[config.mk]
export PLATFORM = sky130hd
export DESIGN_NAME = cpw_ctrl_wrap
export DESIGN_NICKNAME = d
export VERILOG_FILES = /design/src/rtl/cpw_pkg.sv /design/src/rtl/cpw_exc_capture.sv /design/src/rtl/cpw_recovery_timer.sv /design/src/rtl/cpw_apb_regs.sv /design/src/rtl/cpw_ctrl_wrap.sv
export SDC_FILE = /design/constraint.sdc
export NUM_CORES = 1
export LEC_CHECK = 0
export ABC_AREA = 1
export BUFFER_PORTS_ARGS = -buffer_cell sky130_fd_sc_hd__buf_2
export CAP_MARGIN = 0
export CELL_PAD_IN_SITES_DETAIL_PLACEMENT = 1
export CELL_PAD_IN_SITES_GLOBAL_PLACEMENT = 2
export CORE_MARGIN = 8
export CORE_UTILIZATION = 24
export CTS_CLUSTER_SIZE = 24
export DETAILED_ROUTE_END_ITERATION = 7
export GPL_ROUTABILITY_DRIVEN = 0
export PLACE_DENSITY_LB_ADDON = 0.1
export SYNTH_ARGS = -nofsm -noshare
export SYNTH_HDL_FRONTEND = slang
export SYNTH_SLANG_ARGS = --single-unit
[constraint.sdc]
create_clock -name clk -period 1.8 [get_ports clk]
set_input_delay 0.36 -clock clk [delete_from_list [all_inputs] [get_ports clk]]
set_output_delay 0.36 -clock clk [all_outputs]
set_load 0.02 [all_outputs]
[src/rtl/cpw_pkg.sv]
package cpw_pkg;
    // Byte offsets of the register window
    localparam int OFS_START = 'h0;
    localparam int OFS_OUT   = 'h4;
    localparam int OFS_CTRL  = 'h8;
    localparam int OFS_STAT  = 'hC;

    // Control register fields
    localparam int CTRL_RUN_BIT  = 0;
    localparam int CTRL_AUTO_BIT = 1;

    // Exception source order inside the sticky vector
    typedef enum logic [1:0] {
        EXC_STACK  = 2'd0,
        EXC_NULL   = 2'd1,
        EXC_BOUNDS = 2'd2
    } exc_src_e;
endpackage

[src/rtl/cpw_exc_capture.sv]
module cpw_exc_capture #(
    parameter int NUM_EXC = 3
) (
    input  logic               clk,
    input  logic               rst_n,
    input  logic [NUM_EXC-1:0] exc_i,
    input  logic [NUM_EXC-1:0] clr_i,
    output logic [NUM_EXC-1:0] sticky_o,
    output logic               event_o
);
    typedef struct packed {
        logic [NUM_EXC-1:0] prev;
        logic [NUM_EXC-1:0] sticky;
    } cap_t;

    cap_t cap_d, cap_q;
    logic [NUM_EXC-1:0] rise;

    for (genvar g = 0; g < NUM_EXC; g++) begin : g_edge
        assign rise[g] = exc_i[g] & ~cap_q.prev[g];
    end

    always_comb begin
        cap_d        = cap_q;
        cap_d.prev   = exc_i;
        // a new edge wins over an acknowledge in the same cycle
        cap_d.sticky = (cap_q.sticky & ~clr_i) | rise;
    end

    always_ff @(posedge clk) begin
        if (!rst_n) cap_q <= '0;
        else        cap_q <= cap_d;
    end

    assign sticky_o = cap_q.sticky;
    assign event_o  = |rise;
endmodule

[src/rtl/cpw_recovery_timer.sv]
module cpw_recovery_timer #(
    parameter int RST_CYCLES = 16
) (
    input  logic clk,
    input  logic rst_n,
    input  logic trigger_i,
    output logic core_rst_n_o,
    output logic release_o
);
    localparam int CNT_W = $clog2(RST_CYCLES + 1);

    typedef struct packed {
        logic [CNT_W-1:0] cnt;
    } tmr_t;

    tmr_t tmr_d, tmr_q;

    always_comb begin
        tmr_d = tmr_q;
        if (tmr_q.cnt != '0)
            tmr_d.cnt = tmr_q.cnt - 1'b1;
        else if (trigger_i)
            tmr_d.cnt = CNT_W'(RST_CYCLES);
    end

    always_ff @(posedge clk) begin
        if (!rst_n) tmr_q <= '0;
        else        tmr_q <= tmr_d;
    end

    assign core_rst_n_o = (tmr_q.cnt == '0);
    assign release_o    = (tmr_q.cnt == CNT_W'(1));
endmodule

[src/rtl/cpw_apb_regs.sv]
module cpw_apb_regs
    import cpw_pkg::*;
#(
    parameter int DATA_W  = 32,
    parameter int ADDR_W  = 4,
    parameter int NUM_DMA = 3,
    parameter int NUM_EXC = 3
) (
    input  logic               clk,
    input  logic               rst_n,
    input  logic               psel,
    input  logic               penable,
    input  logic               pwrite,
    input  logic [ADDR_W-1:0]  paddr,
    input  logic [DATA_W-1:0]  pwdata,
    output logic [DATA_W-1:0]  prdata,
    input  logic [NUM_DMA-1:0] dma_i,
    input  logic [NUM_EXC-1:0] sticky_i,
    input  logic               exc_event_i,
    input  logic               release_i,
    output logic [DATA_W-1:0]  start_addr_o,
    output logic [DATA_W-1:0]  out_addr_o,
    output logic               run_o,
    output logic               auto_en_o,
    output logic [NUM_EXC-1:0] clr_o
);
    localparam int EXC_LSB = NUM_DMA;
    localparam logic [ADDR_W-1:0] A_START = ADDR_W'(OFS_START);
    localparam logic [ADDR_W-1:0] A_OUT   = ADDR_W'(OFS_OUT);
    localparam logic [ADDR_W-1:0] A_CTRL  = ADDR_W'(OFS_CTRL);
    localparam logic [ADDR_W-1:0] A_STAT  = ADDR_W'(OFS_STAT);

    typedef struct packed {
        logic [DATA_W-1:0] start_addr;
        logic [DATA_W-1:0] out_addr;
        logic              run;
        logic              auto_en;
    } regs_t;

    regs_t regs_d, regs_q;
    logic  wr_en;
    logic [DATA_W-1:0] rd_word;

    assign wr_en = psel & penable & pwrite;

    always_comb begin
        regs_d = regs_q;
        clr_o  = '0;
        if (wr_en) begin
            case (paddr)
                A_START: regs_d.start_addr = pwdata;
                A_OUT:   regs_d.out_addr   = pwdata;
                A_CTRL: begin
                    regs_d.run     = pwdata[CTRL_RUN_BIT];
                    regs_d.auto_en = pwdata[CTRL_AUTO_BIT];
                end
                A_STAT:  clr_o = pwdata[EXC_LSB +: NUM_EXC];
                default: ;
            endcase
        end
        // recovery end and halting take priority over a host write
        if (release_i)
            regs_d.run = 1'b0;
        if (exc_event_i && !regs_q.auto_en)
            regs_d.run = 1'b0;
    end

    always_ff @(posedge clk) begin
        if (!rst_n) begin
            regs_q            <= '0;
            regs_q.auto_en    <= 1'b1;
        end else begin
            regs_q <= regs_d;
        end
    end

    always_comb begin
        rd_word = '0;
        case (paddr)
            A_START: rd_word = regs_q.start_addr;
            A_OUT:   rd_word = regs_q.out_addr;
            A_CTRL: begin
                rd_word[CTRL_RUN_BIT]  = regs_q.run;
                rd_word[CTRL_AUTO_BIT] = regs_q.auto_en;
            end
            A_STAT: begin
                rd_word[NUM_DMA-1:0]         = dma_i;
                rd_word[EXC_LSB +: NUM_EXC]  = sticky_i;
            end
            default: rd_word = '0;
        endcase
    end

    assign prdata       = psel ? rd_word : '0;
    assign start_addr_o = regs_q.start_addr;
    assign out_addr_o   = regs_q.out_addr;
    assign run_o        = regs_q.run;
    assign auto_en_o    = regs_q.auto_en;
endmodule

[src/rtl/cpw_ctrl_wrap.sv]
module cpw_ctrl_wrap
    import cpw_pkg::*;
#(
    parameter int DATA_W     = 32,
    parameter int ADDR_W     = 4,
    parameter int RST_CYCLES = 16
) (
    input  logic              clk,
    input  logic              rst_n,
    input  logic              psel,
    input  logic              penable,
    input  logic              pwrite,
    input  logic [ADDR_W-1:0] paddr,
    input  logic [DATA_W-1:0] pwdata,
    output logic [DATA_W-1:0] prdata,
    output logic              pready,
    input  logic              exc_stack_ovf,
    input  logic              exc_null_ref,
    input  logic              exc_index_oob,
    input  logic              dma_idle,
    input  logic              dma_busy,
    input  logic              dma_err,
    output logic              core_rst_n,
    output logic              core_run,
    output logic [DATA_W-1:0] core_start_addr,
    output logic [DATA_W-1:0] core_out_addr
);
    localparam int NUM_EXC = 3;
    localparam int NUM_DMA = 3;
    localparam int EXC_LSB = NUM_DMA;

    logic [NUM_EXC-1:0] exc_vec;
    logic [NUM_EXC-1:0] exc_sticky;
    logic [NUM_EXC-1:0] exc_clr;
    logic [NUM_DMA-1:0] dma_vec;
    logic               exc_event;
    logic               auto_en;
    logic               run_req;
    logic               rel_pulse;
    logic               core_rst_n_int;

    assign exc_vec[EXC_STACK]  = exc_stack_ovf;
    assign exc_vec[EXC_NULL]   = exc_null_ref;
    assign exc_vec[EXC_BOUNDS] = exc_index_oob;
    assign dma_vec             = {dma_err, dma_busy, dma_idle};

    cpw_exc_capture #(.NUM_EXC(NUM_EXC)) u_cap (
        .clk      (clk),
        .rst_n    (rst_n),
        .exc_i    (exc_vec),
        .clr_i    (exc_clr),
        .sticky_o (exc_sticky),
        .event_o  (exc_event)
    );

    cpw_recovery_timer #(.RST_CYCLES(RST_CYCLES)) u_tmr (
        .clk          (clk),
        .rst_n        (rst_n),
        .trigger_i    (exc_event & auto_en),
        .core_rst_n_o (core_rst_n_int),
        .release_o    (rel_pulse)
    );

    cpw_apb_regs #(
        .DATA_W  (DATA_W),
        .ADDR_W  (ADDR_W),
        .NUM_DMA (NUM_DMA),
        .NUM_EXC (NUM_EXC)
    ) u_regs (
        .clk          (clk),
        .rst_n        (rst_n),
        .psel         (psel),
        .penable      (penable),
        .pwrite       (pwrite),
        .paddr        (paddr),
        .pwdata       (pwdata),
        .prdata       (prdata),
        .dma_i        (dma_vec),
        .sticky_i     (exc_sticky),
        .exc_event_i  (exc_event),
        .release_i    (rel_pulse),
        .start_addr_o (core_start_addr),
        .out_addr_o   (core_out_addr),
        .run_o        (run_req),
        .auto_en_o    (auto_en),
        .clr_o        (exc_clr)
    );

    assign pready     = 1'b1;
    assign core_rst_n = core_rst_n_int;
    assign core_run   = run_req & core_rst_n_int;
endmodule

After elaboration in Yosys (flattened, before gate mapping) --
Cells that the tools add are included.
Operators by class: bitwise operators 14, reductions and logical operators 11, add/subtract/negate cells 1, multiplexer cells 8, eq/ne operators 4
Operators with widths (number):
- $pmux 26 s2 | 1
- $mux 32 | 1
- $pmux 4 s3 | 1
- $mux 5 | 2
- $eq 4x4->1 const B | 2
- $pmux 2 s4 | 1
- $and 1x1->1 | 7
- $mux 3 | 2
- $reduce_and 2->1 | 3
- $reduce_or 3->1 | 2
- $eq 5x1->1 const B | 1
- $logic_not 5->1 | 1
- $reduce_bool 5->1 | 1
- $sub 5x1->5 const B | 1
- $eq 4x3->1 const B | 1
- $logic_not 4->1 | 1
- $not 1->1 | 4
- $and 3x3->3 | 1
- $not 3->3 | 1
- $or 3x3->3 | 1
- $reduce_bool 2->1 | 1
- $logic_and 1x1->1 | 1
- $logic_not 1->1 | 1
Word-level totals: bits in registers 77, word-level logic and storage cells 45, output and inout bits 99

Logic depth before layout (Yosys ltp) --
Gate-level depths: netlist of the first run.
depth in word-level cells 6, depth in mapped cells 9, mapped depth without buffers 8

By module --
Synthesis of the first run repeated with hierarchy kept, for this count alone.
Unflattened totals: cell total of the unflattened synthesis 629, area total of the unflattened synthesis 3956.3 um2
Modules (own cells, without submodules):
- cpw_apb_regs | times used 1, cells each 548, area each 3374.5 um2
- cpw_recovery_timer | times used 1, cells each 43, area each 310.3 um2
- cpw_exc_capture | times used 1, cells each 32, area each 245.2 um2
- cpw_ctrl_wrap | times used 1, cells each 6, area each 26.3 um2

Worst setup path after synthesis of the first run --
No wires, ideal clock.
path kind input to output, from input paddr[1], to output prdata[10], arrival 1346 ps, path buffers 1, data required time 1440 ps, stages 6, path slack 94 ps, path through nor2_1 nand2_1 inv_1 buf_2 nand2_1 a21oi_1
On the way: longest elaborated chain between the ends 3, elaborated cells on any way between the ends 4, those cells by class eq/ne: 1; mux: 2; reduce/logical: 1
RTL lines:
- start, declared | line cpw_ctrl_wrap.sv:13 | input logic [ADDR_W-1:0] paddr,
- $eq 4x3->1 / $logic_not 4->1 (equally long branches) | line cpw_apb_regs.sv:79 | case (paddr)
- $pmux 26 s2 (*) | line cpw_apb_regs.sv:79
- $mux 32 (*) | line cpw_apb_regs.sv:94 | assign prdata = psel ? rd_word : '0;
- end, declared | line cpw_ctrl_wrap.sv:15 | output logic [DATA_W-1:0] prdata,
Every way passes the cells marked *; elsewhere a longest branch is shown, timed or not.

Final worst setup path of the first run --
from input paddr[2], to output prdata[12]
The elaborated chain is that of the path after synthesis.

==> metrics, run 1 <==
DRT Wirelength 13520 um; DRT Pass-1 Iters 4; area post-placement 4397 um2; commonest register cell after synthesis dfxtp_1; area of the die between 15000 and 20000 um2; clk_lat worst skew 0.33 ns; Hold WC Path Type in2reg; fin util about a third; post-synthesis sequential element count 77; Vias per Instance 4.476; worst-path fanout max 7; EDFF count, synth 0; die width 136.0 um; clk slew on worst S/H paths about 0.050 ns; largest net degree at the start of global routing 32; dpl hpwl ~10000 um; H-tree depth 3; area grow syn2layout 41.26%; post-synthesis sequential area ratio 44.59%; mean post-synth cell area 6.942 um2; max_slew headroom 54.09%; DRC Markers 0; Tmin final 1.736 ns; I/O Buffers around 140; leakage power 0.002474 uW; Sw Share 26.45%; Post-synth ARST share 0%; nets 700; Clock Power Share between 40% and 50%; critical path capture point type output pin; CTS hold repair buffers 0; initial antenna violation count 0; Fmax 576.1 MHz; routed length per instance 16.16 um; Worst EP required 1.44 ns; Post-Synthesis Cells 498; Post-Syn Area 3457 um2; max-cap viol count 0; remaining global-route overflow 0; n_diodes 0; core area about 14000 um2; Power Density 836.3 nW/um2; ANT nets after route 0; RSZ-0062 raised after global routing yes; Bufs on Longest Clock Path 2; Power Internal 3004 uW; YS warnings 0; Syn Nets 548; CTS tree yes; Root Buffer clkbuf_16; switching power around 1100 uW; Hold Worst Slack 0.2270 ns; logic gate share of total power 14.9%; first-pass GRT wire length 21180 um; commonest non-fill, non-tap cell in the layout nor2_1; Layout Skew between 0.001 and 0.0015 ns; Final Hold Fails 0; Arrival @ worst endpoint 1.38 ns; CTS Sinks 77; power share of the sequential group 44.6%; Total GRT Usage 14.62%; initial drt markers roughly 160; Num CTS Buffers 9; Setup violations, final 0; status finished, final reports clean; via count 3746; number of global-route vias before repair between 3000 and 4000; Slew @ Worst Pin 0.6876 ns; fin crit share 96.43%; Unique masters post-synth 25; most frequent cells in the layout nor2_1, buf_2, nand2_1; fillcell total 1827; Tot Pwr 4084 uW; Initial Util 24.15%; Std-Cell Rows 44; Startpoint Class input pin; worst vdd ir 0.5660 mV; Die Height 136.0 um; top-level port count 146; share of cells above drive strength 1 34.15%; Final Max Tran Viols 0; crit path kind in2out; design area approximately 5000 um2
==> power by group through the flow <==
| stage | Sequential, uW | Clock, uW | Combinational, uW |
|---|---|---|---|
| 3_3_place_gp | 1850 | 0 | 568 |
| 3_5_place_dp | 1850 | 0 | 579 |
| 5_1_grt | 1830 | 1770 | 702 |
| 4_1_cts | 1820 | 1710 | 606 |
| 2_1_floorplan | 1860 | 0 | 355 |
| 6_report | 1820 | 1650 | 609 |
==> cell families after synthesis <==
kind of cell | after synthesis | synth area share (%)
buffers and inverters | 57 | 9.337
adder cells (fa/ha/maj) | 3 | 1.086
flip-flops | 77 | 44.59
XOR/XNOR | 1 | 0.2534
other | 1 | 0.1085
AND/OR/NAND/NOR | 254 | 29.24
AO/OA/AOI/OAI | 105 | 15.38
==> metrics by stage <==
step                setup TNS (ns)  setup slack, ns  cells
finish                           0          0.06427    837
global route               -0.4114         -0.03211    837
CTS                              0         0.001999    836
detailed placement          -5.822          -0.2179    821
global placement            -4.615          -0.1859    821
floorplan                        0          0.09419    498
==> metal layers <==
metal,track usage [%],vias to the layer above,share of wire (%),wire length (um)
met5,0,-,0,0
met4,5.308,0,1.1,145
met3,3.843,11,6.8,920
met2,23.95,94,47,6338
met1,18.06,1756,45,6119
li1,-,1885,-,-
==> Yosys cell counts (2+ instances only) <==
cell type	instances	area share (%)
a21oi_1	33	4.8
buf_2	8	1.2
buf_6	12	3.9
clkbuf_1	6	0.65
dfxtp_1	77	45
ha_1	3	1.1
inv_1	26	2.8
inv_4	2	0.36
nand2_1	97	11
nand3_1	15	2.2
nor2_1	135	15
nor2_2	2	0.36
nor2_4	2	0.65
o21ai_0	11	1.6
o21ai_1	58	8.4
or2_2	2	0.36
==> registers in the layout (all words and copies together) (netlist names) <==
signal and flops:
u_regs.run_o 1, u_cap.sticky_o 3, u_regs.out_addr_o 32, u_tmr.tmr_q 5
u_cap.cap_q 3, u_regs.auto_en_o 1, u_regs.start_addr_o 32
==> critical path: stages <==
cell and delay [ns]:
buf_4 0.13, nor2_1 0.13, nand2_2 0.10, clkinv_4 0.11, clkbuf_16 0.16, nand2_1 0.05, a21oi_1 0.15, buf_2 0.19
==> final cells by class <==
| class | count | area (um2) | share of cell area (%) |
|---|---|---|---|
| clock buffers | 12 | 256.5 | 5.252 |
| inverters | 29 | 121.4 | 2.485 |
| multi-input cells | 364 | 1680 | 34.41 |
| clock inverters | 2 | 10.01 | 0.2050 |
| repair buffers | 169 | 1044 | 21.37 |
| well taps | 184 | 230.2 | 4.714 |
| flip-flops and latches | 77 | 1541 | 31.57 |
==> final timing paths <==
kind,start,to,slack [ns],cells after the start
setup / recovery,paddr[2],prdata[12],0.06,8
hold / removal,exc_index_oob,u_cap.cap_q[5],0.23,3
setup reg to reg,u_tmr.tmr_q[0],u_tmr.tmr_q[1],0.51,6
hold reg to reg,u_cap.sticky_o[1],u_cap.sticky_o[1],0.47,2
==> timing repair <==
item | CTS | global route
pin swaps | 0 | 10
hold endpoints to repair | 0 | 0
setup buffers | 1 | 0
endpoints found under the setup margin | 33 | 34
resized for setup | 14 | 53
gates cloned | 0 | 1
(Power assumes the default switching activity.)
==> inputs of run 2 (changes only) <==
--- a/config.mk
+++ b/config.mk
@@ -11,7 +11,7 @@
 export CELL_PAD_IN_SITES_DETAIL_PLACEMENT = 1
 export CELL_PAD_IN_SITES_GLOBAL_PLACEMENT = 2
 export CORE_MARGIN = 8
-export CORE_UTILIZATION = 24
+export CORE_UTILIZATION = 26
 export CTS_CLUSTER_SIZE = 24
 export DETAILED_ROUTE_END_ITERATION = 7
 export GPL_ROUTABILITY_DRIVEN = 0
==> constraint.sdc (replaced) <==
create_clock -name clk -period 2.1 [get_ports clk]
set_input_delay 0.42 -clock clk [delete_from_list [all_inputs] [get_ports clk]]
set_output_delay 0.42 -clock clk [all_outputs]
set_load 0.02 [all_outputs]
==> run 2 against run 1 <==
Against the previous run: hold slack better by 0.051 ns; global-route usage increased by 0.48 points; flip-flop and latch count unchanged.
==> metrics, run 2 (synthesized netlist as in run 1, its figures left out) <==
max_slew headroom around 63%; clk_lat worst skew between 0.3 and 0.4 ns; setup ws final between 0.15 and 0.2 ns; routed length per instance roughly 16 um; Fmax 512.9 MHz; critical path capture point type output pin; Slew @ Worst Pin 0.5610 ns; Top delay family on crit path buffers and inverters; critical path launch point paddr[1]; Critical R2R Launch u_tmr.tmr_q[0]; Initial Util 26.31%; commonest non-fill, non-tap cell in the layout buf_2; DRC Markers 0; core area about 13000 um2; Startpoint Class input pin; dpl hpwl 9652 um; CTS Sinks 77; crit-path max cell delay 0.21 ns; share of cells above drive strength 1 28.37%; area grow syn2layout 33.48%; DRT Wirelength 13040 um; nets between 600 and 700; worst-path fanout max 24; initial antenna violation count 0; pre-CTS setup slack 0.01606 ns; Num CTS Buffers 9; clk slew on worst S/H paths 0.06 ns; Slowest-stage cell, CP buf_2; Setup violations, final 0; leakage power approximately 0.0024 uW; n_diodes 0; worst-path cell chain buf_2 > nor2_2 > nand2_1 > inv_1 > buf_12 > nand2_1 > a21oi_1 > buf_2; most frequent cells in the layout buf_2, nor2_1, nand2_1; CTS tree yes; number of global-route vias before repair 3938; Buf/Inv on CP 4; Post CTS Setup Buffer Count 0; Tmin final 1.950 ns; Worst EP required 1.68 ns; via count between 3000 and 4000; worst vdd ir 0.4411 mV; Final Max Tran Viols 0; remaining global-route overflow 0; Std-Cell Rows 42; Power Density 754.8 nW/um2; Arrival @ worst endpoint 1.53 ns; Root Buffer clkbuf_16; Final Hold Fails 0; Die Height 131.3 um; worst setup path end prdata[31]; H-tree depth 3; DRT Pass-1 Iters 4; reg2reg setup slack between 0.6 and 0.7 ns; Final TNS setup 0 ns; Resized Gates After CTS 0; die width 131.3 um; area of the die 17240 um2; r2r endpoint u_tmr.tmr_q[1]; Crit path depth 8; I/O Buffers 144; Bufs on Longest Clock Path 2; top-level port count 146; first-pass GRT wire length 21030 um; initial drt markers around 150; Hold WC Path Type in2reg; largest net degree at the start of global routing 47; Layout Skew 0.001362 ns; max-cap viol count 0; Vias per Instance 4.501; worst reg-to-reg path cell count 6; fin crit share 92.84%; CTS hold repair buffers 0; ANT nets after route 0; status finished, final reports clean; crit path kind in2out; RSZ-0062 raised after global routing no; Total GRT Usage 15.10%
-- run 2: worst register-to-register path: stages (launching register included) --
cell and delay [ns]:
dfxtp_1 0.37, inv_1 0.09, ha_1 0.21, nand3_1 0.16
inv_1 0.12, or2_2 0.28, a21oi_1 0.13
-- run 2: area by class of cell --
| cell class | instances | area (um2) |
|---|---|---|
| clock buffer | 15 | 267.8 |
| clock inverter | 1 | 5.005 |
| fill | 1720 | 8523 |
| inverter | 29 | 113.9 |
| multi-input combinational | 364 | 1595 |
| sequential | 77 | 1541 |
| tap | 176 | 220.2 |
| timing repair buffer | 159 | 870.8 |
-- run 2: worst min-delay path by stage --
stage                      startpoint                end  slack [ns]  cells past startpoint
detailed placement  u_cap.sticky_o[1]  u_cap.sticky_o[1]        0.46                      2
finish                  exc_stack_ovf     u_cap.cap_q[3]        0.28                      3
CTS                     exc_stack_ovf     u_cap.cap_q[3]        0.26                      3
floorplan           u_cap.sticky_o[0]  u_cap.sticky_o[0]        0.44                      2
global placement    u_cap.sticky_o[0]  u_cap.sticky_o[0]        0.46                      2
global route            exc_stack_ovf     u_cap.cap_q[3]        0.28                      3
-- run 2: through the flow --
step	total power, uW	hold WS [ns]	instance area (um2)	util, %	std cells
after floorplan	1895	0.4393	3457	-	498
after global placement	2065	0.4565	4339	33.03	805
after detailed placement	2075	0.4629	4339	33.03	805
after CTS	3546	0.2646	4612	35.10	821
after global routing	3676	0.2816	4614	35.12	821
final	3483	0.2780	4614	35.12	821
-- run 2: routing by layer --
layer	vias up	track usage, %	wire length (um)
li1	1862	-	-
met1	1729	18.53	6210
met2	92	24.76	6021
met3	12	4.040	637
met4	0	5.743	174
met5	-	0	0
-- run 2: power breakdown --
group	total [uW]	switching, uW	internal [uW]
Clock	1450	582	865
Sequential	1550	34.1	1520
Combinational	481	300	181
